File: config.mk
export PLATFORM = sky130hd
export DESIGN_NAME = mcx_ctrl
export DESIGN_NICKNAME = d
export VERILOG_FILES = /design/src/rtl/mcx_pkg.sv /design/src/rtl/mcx_prio.sv /design/src/rtl/mcx_msr.sv /design/src/rtl/mcx_cstop.sv /design/src/rtl/mcx_ctrl.sv
export SDC_FILE = /design/constraint.sdc
export NUM_CORES = 1
export LEC_CHECK = 0
export BUFFER_PORTS_ARGS = -buffer_cell sky130_fd_sc_hd__buf_2
export CAP_MARGIN = 20
export CORE_AREA = 4 4 44 46
export DETAILED_ROUTE_END_ITERATION = 6
export DIE_AREA = 0 0 48 50
export GPL_ROUTABILITY_DRIVEN = 0
export PLACE_DENSITY_LB_ADDON = 0.08
export SLEW_MARGIN = 15
export SYNTH_ARGS = -nofsm -noshare
export SYNTH_HDL_FRONTEND = slang
export SYNTH_HIERARCHICAL = 1
export SYNTH_SLANG_ARGS = --single-unit
File: constraint.sdc
create_clock -name clk_i -period 1.54 [get_ports clk_i]
set_input_delay 0.154 -clock clk_i [delete_from_list [all_inputs] [get_ports clk_i]]
set_output_delay 0.154 -clock clk_i [all_outputs]
set_load 0.05 [all_outputs]
File: src/rtl/mcx_pkg.sv
package mcx_pkg;
  localparam logic [31:0] MC_VEC  = 32'h0000_0200;
  localparam logic [31:0] EXT_VEC = 32'h0000_0500;

  typedef enum logic [1:0] {
    CAUSE_NONE = 2'd0,
    CAUSE_MC   = 2'd1,
    CAUSE_EXT  = 2'd2
  } cause_e;
endpackage

File: src/rtl/mcx_prio.sv
module mcx_prio
  import mcx_pkg::*;
(
  input  logic   mchk_i,
  input  logic   ext_irq_i,
  input  logic   hp_pend_i,
  input  logic   me_i,
  input  logic   ee_i,
  input  logic   cs_i,
  output cause_e cause_o,
  output logic   enter_cs_o
);
  always_comb begin
    cause_o    = CAUSE_NONE;
    enter_cs_o = 1'b0;
    if (!cs_i) begin
      if (mchk_i) begin
        if (me_i) cause_o = CAUSE_MC;
        else      enter_cs_o = 1'b1;
      end else if (ext_irq_i && ee_i && !hp_pend_i) begin
        cause_o = CAUSE_EXT;
      end
    end
  end
endmodule

File: src/rtl/mcx_msr.sv
module mcx_msr
  import mcx_pkg::*;
(
  input  logic   clk_i,
  input  logic   rst_ni,
  input  logic   hold_i,
  input  cause_e cause_i,
  input  logic   we_i,
  input  logic   me_d_i,
  input  logic   ee_d_i,
  output logic   me_o,
  output logic   ee_o
);
  always_ff @(posedge clk_i or negedge rst_ni) begin
    if (!rst_ni) begin
      me_o <= 1'b0;
      ee_o <= 1'b0;
    end else if (!hold_i) begin
      if (we_i) me_o <= me_d_i;
      if (cause_i != CAUSE_NONE) begin
        ee_o <= 1'b0;
        if (cause_i == CAUSE_MC) me_o <= 1'b1;  // stays enabled to run the handler
      end else if (we_i) begin
        ee_o <= ee_d_i;
      end
    end
  end
endmodule

File: src/rtl/mcx_cstop.sv
module mcx_cstop #(
  parameter int unsigned FRZ_STAGES = 1
) (
  input  logic clk_i,
  input  logic rst_ni,
  input  logic enter_i,
  output logic cs_o,
  output logic frz_o
);
  logic [FRZ_STAGES:0] chain_q;

  always_ff @(posedge clk_i or negedge rst_ni) begin
    if (!rst_ni)      cs_o <= 1'b0;
    else if (enter_i) cs_o <= 1'b1;
  end

  assign chain_q[0] = cs_o;

  for (genvar i = 0; i < FRZ_STAGES; i++) begin : g_frz
    always_ff @(posedge clk_i or negedge rst_ni) begin
      if (!rst_ni) chain_q[i+1] <= 1'b0;
      else         chain_q[i+1] <= chain_q[i];
    end
  end

  assign frz_o = chain_q[FRZ_STAGES];
endmodule

File: src/rtl/mcx_ctrl.sv
module mcx_ctrl
  import mcx_pkg::*;
#(
  parameter int unsigned VEC_W      = 32,
  parameter int unsigned FRZ_STAGES = 1
) (
  input  logic             clk_i,
  input  logic             rst_ni,
  input  logic             mchk_i,
  input  logic             ext_irq_i,
  input  logic             hp_pend_i,
  input  logic             msr_we_i,
  input  logic             msr_me_d_i,
  input  logic             msr_ee_d_i,
  output logic             msr_me_o,
  output logic             msr_ee_o,
  output logic             exc_take_o,
  output logic [VEC_W-1:0] exc_vec_o,
  output logic             chkstop_o,
  output logic             freeze_o
);
  localparam logic [VEC_W-1:0] MC_V  = VEC_W'(MC_VEC);
  localparam logic [VEC_W-1:0] EXT_V = VEC_W'(EXT_VEC);

  cause_e cause;
  logic   enter_cs;

  mcx_prio u_prio (
    .mchk_i     (mchk_i),
    .ext_irq_i  (ext_irq_i),
    .hp_pend_i  (hp_pend_i),
    .me_i       (msr_me_o),
    .ee_i       (msr_ee_o),
    .cs_i       (chkstop_o),
    .cause_o    (cause),
    .enter_cs_o (enter_cs)
  );

  mcx_msr u_msr (
    .clk_i   (clk_i),
    .rst_ni  (rst_ni),
    .hold_i  (chkstop_o),
    .cause_i (cause),
    .we_i    (msr_we_i),
    .me_d_i  (msr_me_d_i),
    .ee_d_i  (msr_ee_d_i),
    .me_o    (msr_me_o),
    .ee_o    (msr_ee_o)
  );

  mcx_cstop #(.FRZ_STAGES(FRZ_STAGES)) u_cstop (
    .clk_i   (clk_i),
    .rst_ni  (rst_ni),
    .enter_i (enter_cs),
    .cs_o    (chkstop_o),
    .frz_o   (freeze_o)
  );

  always_ff @(posedge clk_i or negedge rst_ni) begin
    if (!rst_ni) begin
      exc_take_o <= 1'b0;
      exc_vec_o  <= '0;
    end else begin
      exc_take_o <= (cause != CAUSE_NONE);
      unique case (cause)
        CAUSE_MC:  exc_vec_o <= MC_V;
        CAUSE_EXT: exc_vec_o <= EXT_V;
        default:   exc_vec_o <= '0;
      endcase
    end
  end
endmodule

After elaboration in Yosys (flattened, before gate mapping)
Index checks and enable logic that the tools add are counted.
{"block": "op_classes", "eq_ne": 2, "n_bitwise": 1, "reduce_logical": 6, "mux": 13}
{"operator": "11-bit case mux with 2 select lines", "count": 1}
{"operator": "1-bit 2-to-1 mux", "count": 9}
{"operator": "2-bit 2-to-1 mux", "count": 3}
{"operator": "2-bit nonzero test", "count": 2}
{"operator": "2-bit by 1-bit == test with 1-bit output, second input constant", "count": 1}
{"operator": "2-bit == test, second input constant", "count": 1}
{"operator": "1-bit logical AND", "count": 2}
{"operator": "2-bit AND reduction", "count": 1}
{"operator": "1-bit logical NOT", "count": 1}
{"operator": "1-bit inverter", "count": 1}
{"block": "word_totals", "out_inout_bits": 37, "reg_bits": 37}

Depth between registers and ports, before layout
Gate-level depths: netlist of the first run.
{"block": "depth", "depth_word": 8, "mapped_depth": 4, "ltp_nobuf": 4}

By module
The synthesis of the first run kept the hierarchy.
{"module": "mcx_ctrl", "area_each_um2": 322.8, "seq_area_each_um2": 75.1, "n_inst": 1, "cells_each": 37}
{"module": "mcx_msr", "area_each_um2": 107.6, "seq_area_each_um2": 50.0, "n_inst": 1, "cells_each": 12}
{"module": "mcx_cstop", "area_each_um2": 56.3, "seq_area_each_um2": 50.0, "n_inst": 1, "cells_each": 3}
{"module": "mcx_prio", "area_each_um2": 33.8, "seq_area_each_um2": 0.0, "n_inst": 1, "cells_each": 4}

Least setup slack after synthesis of the first run
OpenSTA, ideal clock, no wires.
{"block": "synth_path", "path_kind": "register to register", "from": "reg, netlist name u_cstop/cs_o", "to": "reg u_msr.me_o", "t_required_ns": 1.392, "arrival_ns": 1.334, "path_stages_with_launch": 4, "path_slack_ns": 0.058, "path_cell_list": "dfrtp_1 -> nor4_2 -> o22ai_1 -> a2bb2oi_1"}
{"block": "synth_via", "elab_chain_len": 4, "elab_cells_between_ends": 5, "cone_classes": "1 x eq/ne; 3 x mux; 1 x reduce/logical"}
{"item": "2-bit 2-to-1 mux *", "line": "mcx_prio.sv:16", "rtl": "if (!cs_i) begin"}
{"item": "via cause[1]", "line": "mcx_ctrl.sv:25", "rtl": "cause_e cause;"}
{"item": "2-bit by 1-bit == test with 1-bit output", "line": "mcx_msr.sv:22", "rtl": "if (cause_i == CAUSE_MC) me_o <= 1'b1;"}
{"item": "1-bit 2-to-1 mux", "line": "mcx_msr.sv:22"}
{"item": "1-bit 2-to-1 mux *", "line": "mcx_msr.sv:20", "rtl": "if (cause_i != CAUSE_NONE) begin"}
{"item": "end signal: assignment", "line": "mcx_msr.sv:19", "rtl": "if (we_i) me_o <= me_d_i;"}
{"item": "end: declaration", "line": "mcx_msr.sv:11", "rtl": "output logic me_o,"}
The timed path passes the listed nets; every way through them passes the cells marked *.
A chain may end at the register's enable or synchronous reset.

Final worst setup path of the first run
{"block": "layout_path", "from": "reg, netlist name u_cstop/cs_o", "to": "reg u_msr.ee_o"}
{"block": "layout_via", "elab_chain_len": 4, "elab_cells_between_ends": 6, "cone_classes": "2 x mux; 1 x bitwise; 3 x reduce/logical"}
{"item": "2-bit 2-to-1 mux *", "line": "mcx_prio.sv:16"}
{"item": "via cause[1]", "line": "mcx_ctrl.sv:25"}
{"item": "2-bit nonzero test *", "line": "mcx_msr.sv:20"}
{"item": "2-bit nonzero test (no source line)"}
{"item": "2-bit AND reduction (no source line)"}
{"item": "end signal: assignment", "line": "mcx_msr.sv:24", "rtl": "ee_o <= ee_d_i;"}
{"item": "end: declaration", "line": "mcx_msr.sv:12", "rtl": "output logic ee_o"}
Marks and branches as above.

==> results_dict.tcl, run 1 <==
set metrics [dict create \
    vdd_drop_max_v 0.0003151 \
    whs_ns 0.1928 \
    cts_buffers 3 \
    worst_ep_arrival_time_ns 1.49 \
    cts_setup_buffers 0 \
    rows 14 \
    first_iter_violations 3 \
    cts_tree "built" \
    cp_cell_sequence "nor4_2 -> nor2_1 -> a22o_2" \
    min_period_over_period_pct 87.60 \
    start_util_pct 34.55 \
    grt_overflow 0 \
    die_y_microns 50 \
    yosysTopAreaCell "buf_4" \
    post_cts_resize_count 0 \
    viasPerCell 3.544 \
    critPathCaptureType "flop" \
    synth_common_cells "buf_4, dfrtp_1, inv_1" \
    ys.flop_type "dfrtp_1" \
    async_flop_share_pct 100.0 \
    fin_skew_ns 0.003249 \
    fmax_mhz 741.3 \
    drc 0 \
    netlist_instances 56 \
    hold_viol_final 0 \
    p_clk_share_pct 22.5 \
    slowest_delay_ns 0.47 \
    io_pins 45 \
    crit_buf_inv 0 \
    yosysMostFrequentCell "buf_4" \
    grt_pass1_wl_microns 1131 \
    drt_wl_total_microns 841 \
    power.switching_w 0.0003759 \
    path_class "flop to flop" \
    ys_warn_count 6 \
    cts_sinks 7 \
    antenna_found_initial 0 \
    place.port_buffers 15 \
    drive_gt1_share_pct 28.38 \
    power_frac_seq_pct 32.0 \
    setup_viol 0 \
    synth.distinct_cells 15 \
    synth_top_area_share_pct 43.27 \
    grt_start_max_net_pins 11 \
    cts_hold_buffers 1 \
    worstRegToRegCells 3 \
    nets 83 \
    cp.required_ns 1.68 \
    cts.root.buffer_cell "clkbuf_4" \
    die_area_sq_um 2400 \
    syn_area_sq_um 520.5 \
    via_count 319 \
    slew_violations 0 \
    drtAntennaViolNets 0 \
    cp.depth 3 \
    core_sq_um 1506 \
    cts.clk_slew.worst_paths_ns 0.05 \
    power_density_nw_per_um2 1384 \
    clock_latency_ns 0.25 \
    syn_to_final_growth_pct 2.164 \
    cp_slowest_cell "dfrtp_1" \
    synth_edf_count 0 \
    grt_setup_unrepaired "false" \
    die_x_microns 48 \
    max_cap_violations 0 \
    wl_per_cell_microns 9.344 \
    antenna-diode-count 0 \
    first_pass_iters 4 \
    cts.path.max_buffers 2 \
    grt.total_usage_pct 6.496 \
    combPwrFrac_pct 45.5 \
    syn_area_per_cell_sq_um 9.295 \
    ys_top_cells_by_area "buf_4, dfrtp_1, nor2b_1" \
    grt_pass1_vias 258 \
    outcome "finished, final reports clean" \
    leakage_nw 0.3120 \
    hold_class "primary input to flop" \
    hold_depth 3 \
    p_sw_share_pct 51.09 \
    yosysSeqAreaShare_pct 33.65 \
    hpwl_microns 687.7 \
    critPathTopFamily "simple AND/OR/NAND/NOR gates" \
    cts_max_level 1 \
    crit_path_max_fanout 10 \
    cp-start-kind "flop" \
    min_period_ns 1.349 \
    p_int_w 0.0003598 \
    tns_ns 0 \
    synth_seq_cells 7 \
]
## cell usage in the layout, fill, tap and decap left out
cell           synthesis  layout
nor2_1                 1       1
o21a_1                 1       1
conb_1                 1      29
o22ai_1                2       2
a22o_2                 1       1
clkbuf_1               0       1
dfrtp_1                7       7
or2_1                  2       2
nor2b_1                2       2
nand2_1                2       2
nor3b_1                1       1
buf_2                  0      15
clkbuf_4               0       3
inv_1                  3       3
a2bb2oi_1              1       1
dlygate4sd3_1          0       1
and3b_2                1       1
nor4_2                 1       1
## power by group through the flow
stage / clock network [W] / registers, W / logic [W]
finish: 0.000166 / 0.000235 / 0.000335
global placement: 0 / 0.000239 / 0.000333
CTS: 0.000173 / 0.000236 / 0.000334
global route: 0.000181 / 0.000242 / 0.000350
detailed placement: 0 / 0.000239 / 0.000331
floorplan: 0 / 0.000324 / 0.000254
## flip-flops by register name, indices dropped and copies added (netlist names)
name and count:
u_cstop/cs_o 1, exc_vec_o 2, exc_take_o 1, u_msr/ee_o 1, u_msr/me_o 1, u_cstop/frz_o 1
## final timing paths
path                            slack [ns]       endpoint    startpoint
worst max-delay path                  0.19     u_msr/ee_o  u_cstop/cs_o
worst min-delay path                  0.19   exc_vec_o[9]     hp_pend_i
worst max register to register        0.19     u_msr/ee_o  u_cstop/cs_o
worst min register to register        0.57  u_cstop/frz_o  u_cstop/cs_o
max in group asynchronous             1.11   u_cstop/cs_o        rst_ni
min in group asynchronous             0.27   exc_vec_o[9]        rst_ni
## per-stage QoR
step	instance area, sq um	total power, W	std cells	utilization (%)	setup slack (ns)
floorplan	625.6	0.0005781	84	-	0.05805
global placement	495.5	0.0005711	85	32.89	0.2003
detailed placement	495.5	0.0005709	85	32.89	0.1815
CTS	531.8	0.0007434	90	35.30	0.1763
global route	531.8	0.0007730	90	35.30	0.04442
finish	531.8	0.0007357	90	35.30	0.1910
## worst min-delay path: stages
cell	delay, ns
buf_2	0.09
nor4_2	0.06
nor2b_1	0.10
## cell families after synthesis
family | after synthesis | synth area share, %
other | 1 | 0.7205
AOI/OAI and AO/OA | 5 | 7.452
and+or+nand+nor | 10 | 12.74
buffers and inverters | 33 | 45.43
DFF | 7 | 33.65
## final cells by class
| type | count | area (sq um) |
|---|---|---|
| fill | 161 | 974.7 |
| multi-input combinational | 44 | 214.0 |
| sequential | 7 | 175.2 |
| timing repair buffer | 16 | 85.08 |
| clock buffer | 4 | 26.28 |
| tap | 16 | 20.02 |
| inverter | 3 | 11.26 |
## routing by layer
layer	wire length, microns	track usage, %	vias to the layer above
met2	388	9.692	28
met5	0	0	-
met1	301	7.391	135
met4	0	2.691	0
met3	151	3.636	0
li1	-	-	156
Power figures use the tool's default switching activity.
==> inputs of run 2 (changes only) <==
==> constraint.sdc (replaced) <==
create_clock -name clk_i -period 1.54 [get_ports clk_i]
set_input_delay 0.154 -clock clk_i [delete_from_list [all_inputs] [get_ports clk_i]]
set_output_delay 0.154 -clock clk_i [all_outputs]
set_load 0.1 [all_outputs]
==> run 2 against run 1 <==
Compared with the run above: cell area is 0.71% higher; cell count stayed put; critical endpoint unchanged; clock skew hardly changed; hold slack worse by 0.011 ns; wire length is 2.9% lower; largest power group unchanged; critical path type unchanged; sequential power is 2% higher; utilization is 0.25 points higher; via count is 2.2% higher.
==> results_dict.tcl, run 2 (synthesis gave the netlist of run 1 again) <==
set metrics [dict create \
    drc 0 \
    p_int_w 0.0003632 \
    worstReg2RegEnd "u_msr/ee_o" \
    place_area_sq_um 499.2 \
    cp-start-kind "flop" \
    place.port_buffers 15 \
    cts.clk_slew.worst_paths_ns 0.05 \
    start_util_pct 34.55 \
    final_cells 90 \
    rows 14 \
    power_frac_seq_pct 24.3 \
    cts_buffers 3 \
    viasPerCell 3.622 \
    first_pass_iters 2 \
    nets 83 \
    cts_sinks 7 \
    via_count 326 \
    grt.total_usage_pct 6.930 \
    r2r_start "u_cstop/cs_o" \
    fin_skew_ns 0.003224 \
    max_cap_violations 0 \
    cts.root.buffer_cell "clkbuf_4" \
    crit_path_max_fanout 10 \
    cp.required_ns 1.67 \
    post_cts_resize_count 0 \
    worst_ep_arrival_time_ns 1.46 \
    cts.path.max_buffers 2 \
    io_pins 45 \
    power.switching_w 0.0006254 \
    worstRegToRegCells 3 \
    final_cell_area_sq_um 535.5 \
    hpwl_microns 707.2 \
    core_sq_um 1506 \
    setup_viol 0 \
    clock_latency_ns 0.25 \
    fmax_mhz 754.4 \
    vdd_drop_max_v 0.0005484 \
    dp.cells 85 \
    drtAntennaViolNets 0 \
    layout_commonest_cell "conb_1" \
    power_density_nw_per_um2 1846 \
    multi_input_area_sq_um 214.0 \
    top_register "exc_vec_o" \
    cts_tree "built" \
    combPwrFrac_pct 59.2 \
    p_sw_share_pct 63.26 \
    critPathCapture "u_msr/ee_o" \
    cts_setup_buffers 0 \
    antenna-diode-count 0 \
    grt_start_max_net_pins 11 \
    slew_violations 0 \
    critPathCaptureType "flop" \
    drt_wl_total_microns 817 \
    finalCoreUtilization_pct 35.55 \
    wl_per_cell_microns 9.078 \
    die_x_microns 48 \
    regToRegSetupSlack_ns 0.21 \
    path_class "flop to flop" \
    hold_viol_final 0 \
    first_iter_violations 2 \
    nFillCells 167 \
    leakage_nw 0.3096 \
    grt_pass1_wl_microns 1110 \
    largest_reg_flops 2 \
    final_cell_mix "conb_1, buf_2, dfrtp_1" \
    cts_max_level 1 \
    cts_hold_buffers 1 \
    p_clk_share_pct 16.5 \
    grt_overflow 0 \
    drive_gt1_share_pct 32.43 \
    grt_setup_unrepaired "false" \
    syn_to_final_growth_pct 2.885 \
    die_area_sq_um 2400 \
    seqCellArea_sq_um 178.9 \
    min_period_ns 1.325 \
    cp_cell_sequence "nor4_2 -> nor2_1 -> a22o_2" \
    slowest_delay_ns 0.46 \
    tns_ns 0 \
    grt_pass1_vias 257 \
    die_y_microns 50 \
    cp_slowest_cell "dfrtp_2" \
    min_period_over_period_pct 86.07 \
    hold_class "primary input to flop" \
    antenna_found_initial 0 \
    outcome "finished, final reports clean" \
    crit_start "u_cstop/cs_o" \
]
==> run 2: cell counts in the layout (fill, tap and decap cells not counted) <==
Identical to the previous run, type by type.
==> run 2: power by group through the flow <==
| stage | Clock, W | Sequential (W) | Combinational (W) |
|---|---|---|---|
| after floorplan | 0 | 0.000423 | 0.000410 |
| after global placement | 0 | 0.000243 | 0.000585 |
| after detailed placement | 0 | 0.000244 | 0.000584 |
| after CTS | 0.000171 | 0.000241 | 0.000586 |
| after global routing | 0.000183 | 0.000248 | 0.000602 |
| final | 0.000163 | 0.000240 | 0.000585 |
==> run 2: per-stage QoR <==
step | setup slack (ns) | hold slack, ns | power (W)
3_5_place_dp | 0.1970 | -0.006371 | 0.0008281
5_1_grt | 0.05287 | 0.1919 | 0.001033
3_3_place_gp | 0.2158 | -0.001650 | 0.0008282
6_report | 0.2145 | 0.1822 | 0.0009886
2_1_floorplan | 0.05530 | -0.1416 | 0.0008323
4_1_cts | 0.2000 | 0.1821 | 0.0009977
==> run 2: worst min path at each step <==
| stage | startpoint | cells after the start | slack [ns] | to |
|---|---|---|---|---|
| after global routing | hp_pend_i | 3 | 0.19 | exc_vec_o[9] |
| after floorplan | rst_ni | 0 | -0.14 | exc_take_o |
| after detailed placement | rst_ni | 1 | -0.006 | exc_vec_o[9] |
| final | hp_pend_i | 3 | 0.18 | exc_vec_o[9] |
| after CTS | hp_pend_i | 3 | 0.18 | exc_vec_o[9] |
| after global placement | rst_ni | 1 | -0.002 | exc_vec_o[9] |
==> run 2: cell type report <==
| cell class | instances | area share [%] |
|---|---|---|
| repair buffers | 16 | 15.89 |
| inverters | 3 | 2.103 |
| flip-flops and latches | 7 | 33.41 |
| well taps | 16 | 3.738 |
| clock buffers | 4 | 4.907 |
| multi-input cells | 44 | 39.95 |
==> run 2: worst max-delay path: cells and delay by family, from the launching register on <==
| kind | cells | cell delay, ns |
|---|---|---|
| DFF | 1 | 0.46 |
| AOI/OAI and AO/OA | 1 | 0.21 |
| and+or+nand+nor | 2 | 0.54 |
==> run 2: routing by layer <==
layer  share of wire [%]  vias up  track usage [%]
met5                   0        -                0
met4                 2.0        0            6.726
met3                  19        2            3.636
met2                  42       30            8.370
met1                  36      139            8.114
li1                    -      155                -
==> inputs of run 3 (changes only) <==
REMOVE_ABC_BUFFERS = 1   (was default)
==> run 3 against run 2 <==
Compared with the run above: non-clock buffer count rose by 1; critical path type is now flop to output pin; clock power is essentially flat; worst setup slack worse by 0.071 ns; sequential power decreased by 3%; cell count up 1.1%; cell area increased by 0.70%; critical path depth down 1.
==> results_dict.tcl, run 3 (synthesis gave the netlist of run 1 again) <==
set metrics [dict create \
    hold_viol_final 0 \
    p_int_w 0.0003655 \
    power.switching_w 0.0006296 \
    cts_buffers 3 \
    leakage_nw 0.3163 \
    cts.path.max_buffers 2 \
    cp_slowest_cell "buf_2" \
    grt_pass1_vias 283 \
    critPathTopFamily "buffers and inverters" \
    cts_setup_buffers 0 \
    fmax_mhz 716.3 \
    nets 84 \
    io_pins 45 \
    drt_wl_total_microns 855 \
    totalPowerFinal_w 0.0009951 \
    start_util_pct 34.55 \
    setup_viol 0 \
    power_density_nw_per_um2 1845 \
    min_period_ns 1.396 \
    cts_hold_buffers 1 \
    post_cts_resize_count 0 \
    fin_skew_ns 0.002533 \
    grt.total_usage_pct 7.538 \
    die_y_microns 50 \
    antenna_found_initial 0 \
    cp.depth 2 \
    cp.required_ns 1.39 \
    whs_ns 0.1950 \
    worstRegToRegCells 3 \
    path_class "flop to output pin" \
    nFillCells 169 \
    rows 14 \
    cts_tree "built" \
    grt_pass1_wl_microns 1214 \
    post-place-ws_ns 0.2619 \
    drive_gt1_share_pct 29.33 \
    grt_start_max_net_pins 8 \
    worst_ep_arrival_time_ns 1.24 \
    antenna-diode-count 0 \
    combPwrFrac_pct 60.2 \
    place_area_sq_um 503.0 \
    die_area_sq_um 2400 \
    largest_reg_flops 2 \
    hold_class "primary input to flop" \
    tns_ns 0 \
    drtAntennaViolNets 0 \
    clock_latency_ns 0.25 \
    outcome "finished, final reports clean" \
    syn_to_final_growth_pct 3.606 \
    p_clk_share_pct 16.5 \
    crit_buf_inv 2 \
    top_register "exc_vec_o" \
    critPathCaptureType "output pin" \
    crit_path_max_fanout 6 \
    grt_overflow 0 \
    p_sw_share_pct 63.27 \
    drc 0 \
    max_cap_violations 0 \
    cts.clk_slew.worst_paths_ns 0.05 \
    final_cell_mix "conb_1, buf_2, dfrtp_1" \
    place.port_buffers 15 \
    seqCellArea_sq_um 175.2 \
    first_iter_violations 2 \
    cts_max_level 1 \
    hold_depth 3 \
    cts.root.buffer_cell "clkbuf_4" \
    cts_sinks 7 \
    via_count 322 \
    min_period_over_period_pct 90.65 \
    power_frac_seq_pct 23.3 \
    slowest_delay_ns 0.42 \
    multi_input_area_sq_um 214.0 \
    layout_commonest_cell "conb_1" \
    die_x_microns 48 \
    vdd_drop_max_v 0.0007800 \
    layout_setup_ws_ns 0.1439 \
    final_cell_area_sq_um 539.3 \
    viasPerCell 3.538 \
    hpwl_microns 719.7 \
    cp_cell_sequence "buf_4 -> buf_2" \
    grt_setup_unrepaired "false" \
    wl_per_cell_microns 9.396 \
    cp-start-kind "flop" \
    slew_violations 0 \
    core_sq_um 1506 \
    first_pass_iters 2 \
]
## run 3: final timing paths
check,end,slack [ns],from
min reg2reg,u_cstop/frz_o,0.47,u_cstop/cs_o
max in group asynchronous,u_msr/me_o,1.12,rst_ni
max,chkstop_o,0.14,u_cstop/cs_o
min,exc_vec_o[9],0.20,hp_pend_i
min in group asynchronous,u_cstop/frz_o,0.27,rst_ni
max reg2reg,u_msr/ee_o,0.24,u_cstop/cs_o
## run 3: routing by layer
layer	routed length, microns	track usage (%)	vias up	part of all wire (%)
li1	-	-	156	-
met1	295	7.625	136	35
met2	387	10.57	28	45
met3	152	2.909	2	18
met4	19	8.072	0	2.2
met5	0	0	-	0
## run 3: area by class of cell
cell class,instances,area share (%)
multi-input combinational,44,39.68
sequential,7,32.48
timing repair buffer,17,17.17
clock buffer,4,4.872
tap,16,3.712
inverter,3,2.088
## run 3: metrics by stage
step	utilization (%)	cells
floorplan	-	54
global placement	33.39	86
detailed placement	33.39	86
CTS	35.80	91
global route	35.80	91
finish	35.80	91
## run 3: power groups by stage
| stage | sequential (W) | combinational (W) | clock, W |
|---|---|---|---|
| after floorplan | 0.000424 | 0.000346 | 0 |
| after global placement | 0.000236 | 0.000599 | 0 |
| after detailed placement | 0.000235 | 0.000597 | 0 |
| after CTS | 0.000232 | 0.000599 | 0.000172 |
| after global routing | 0.000237 | 0.000617 | 0.000183 |
| final | 0.000232 | 0.000599 | 0.000164 |
## run 3: tightest hold or removal path, delay by kind of cell
family	cells	cell delay (ns)
buffers and inverters	1	0.09
and+or+nand+nor	2	0.16
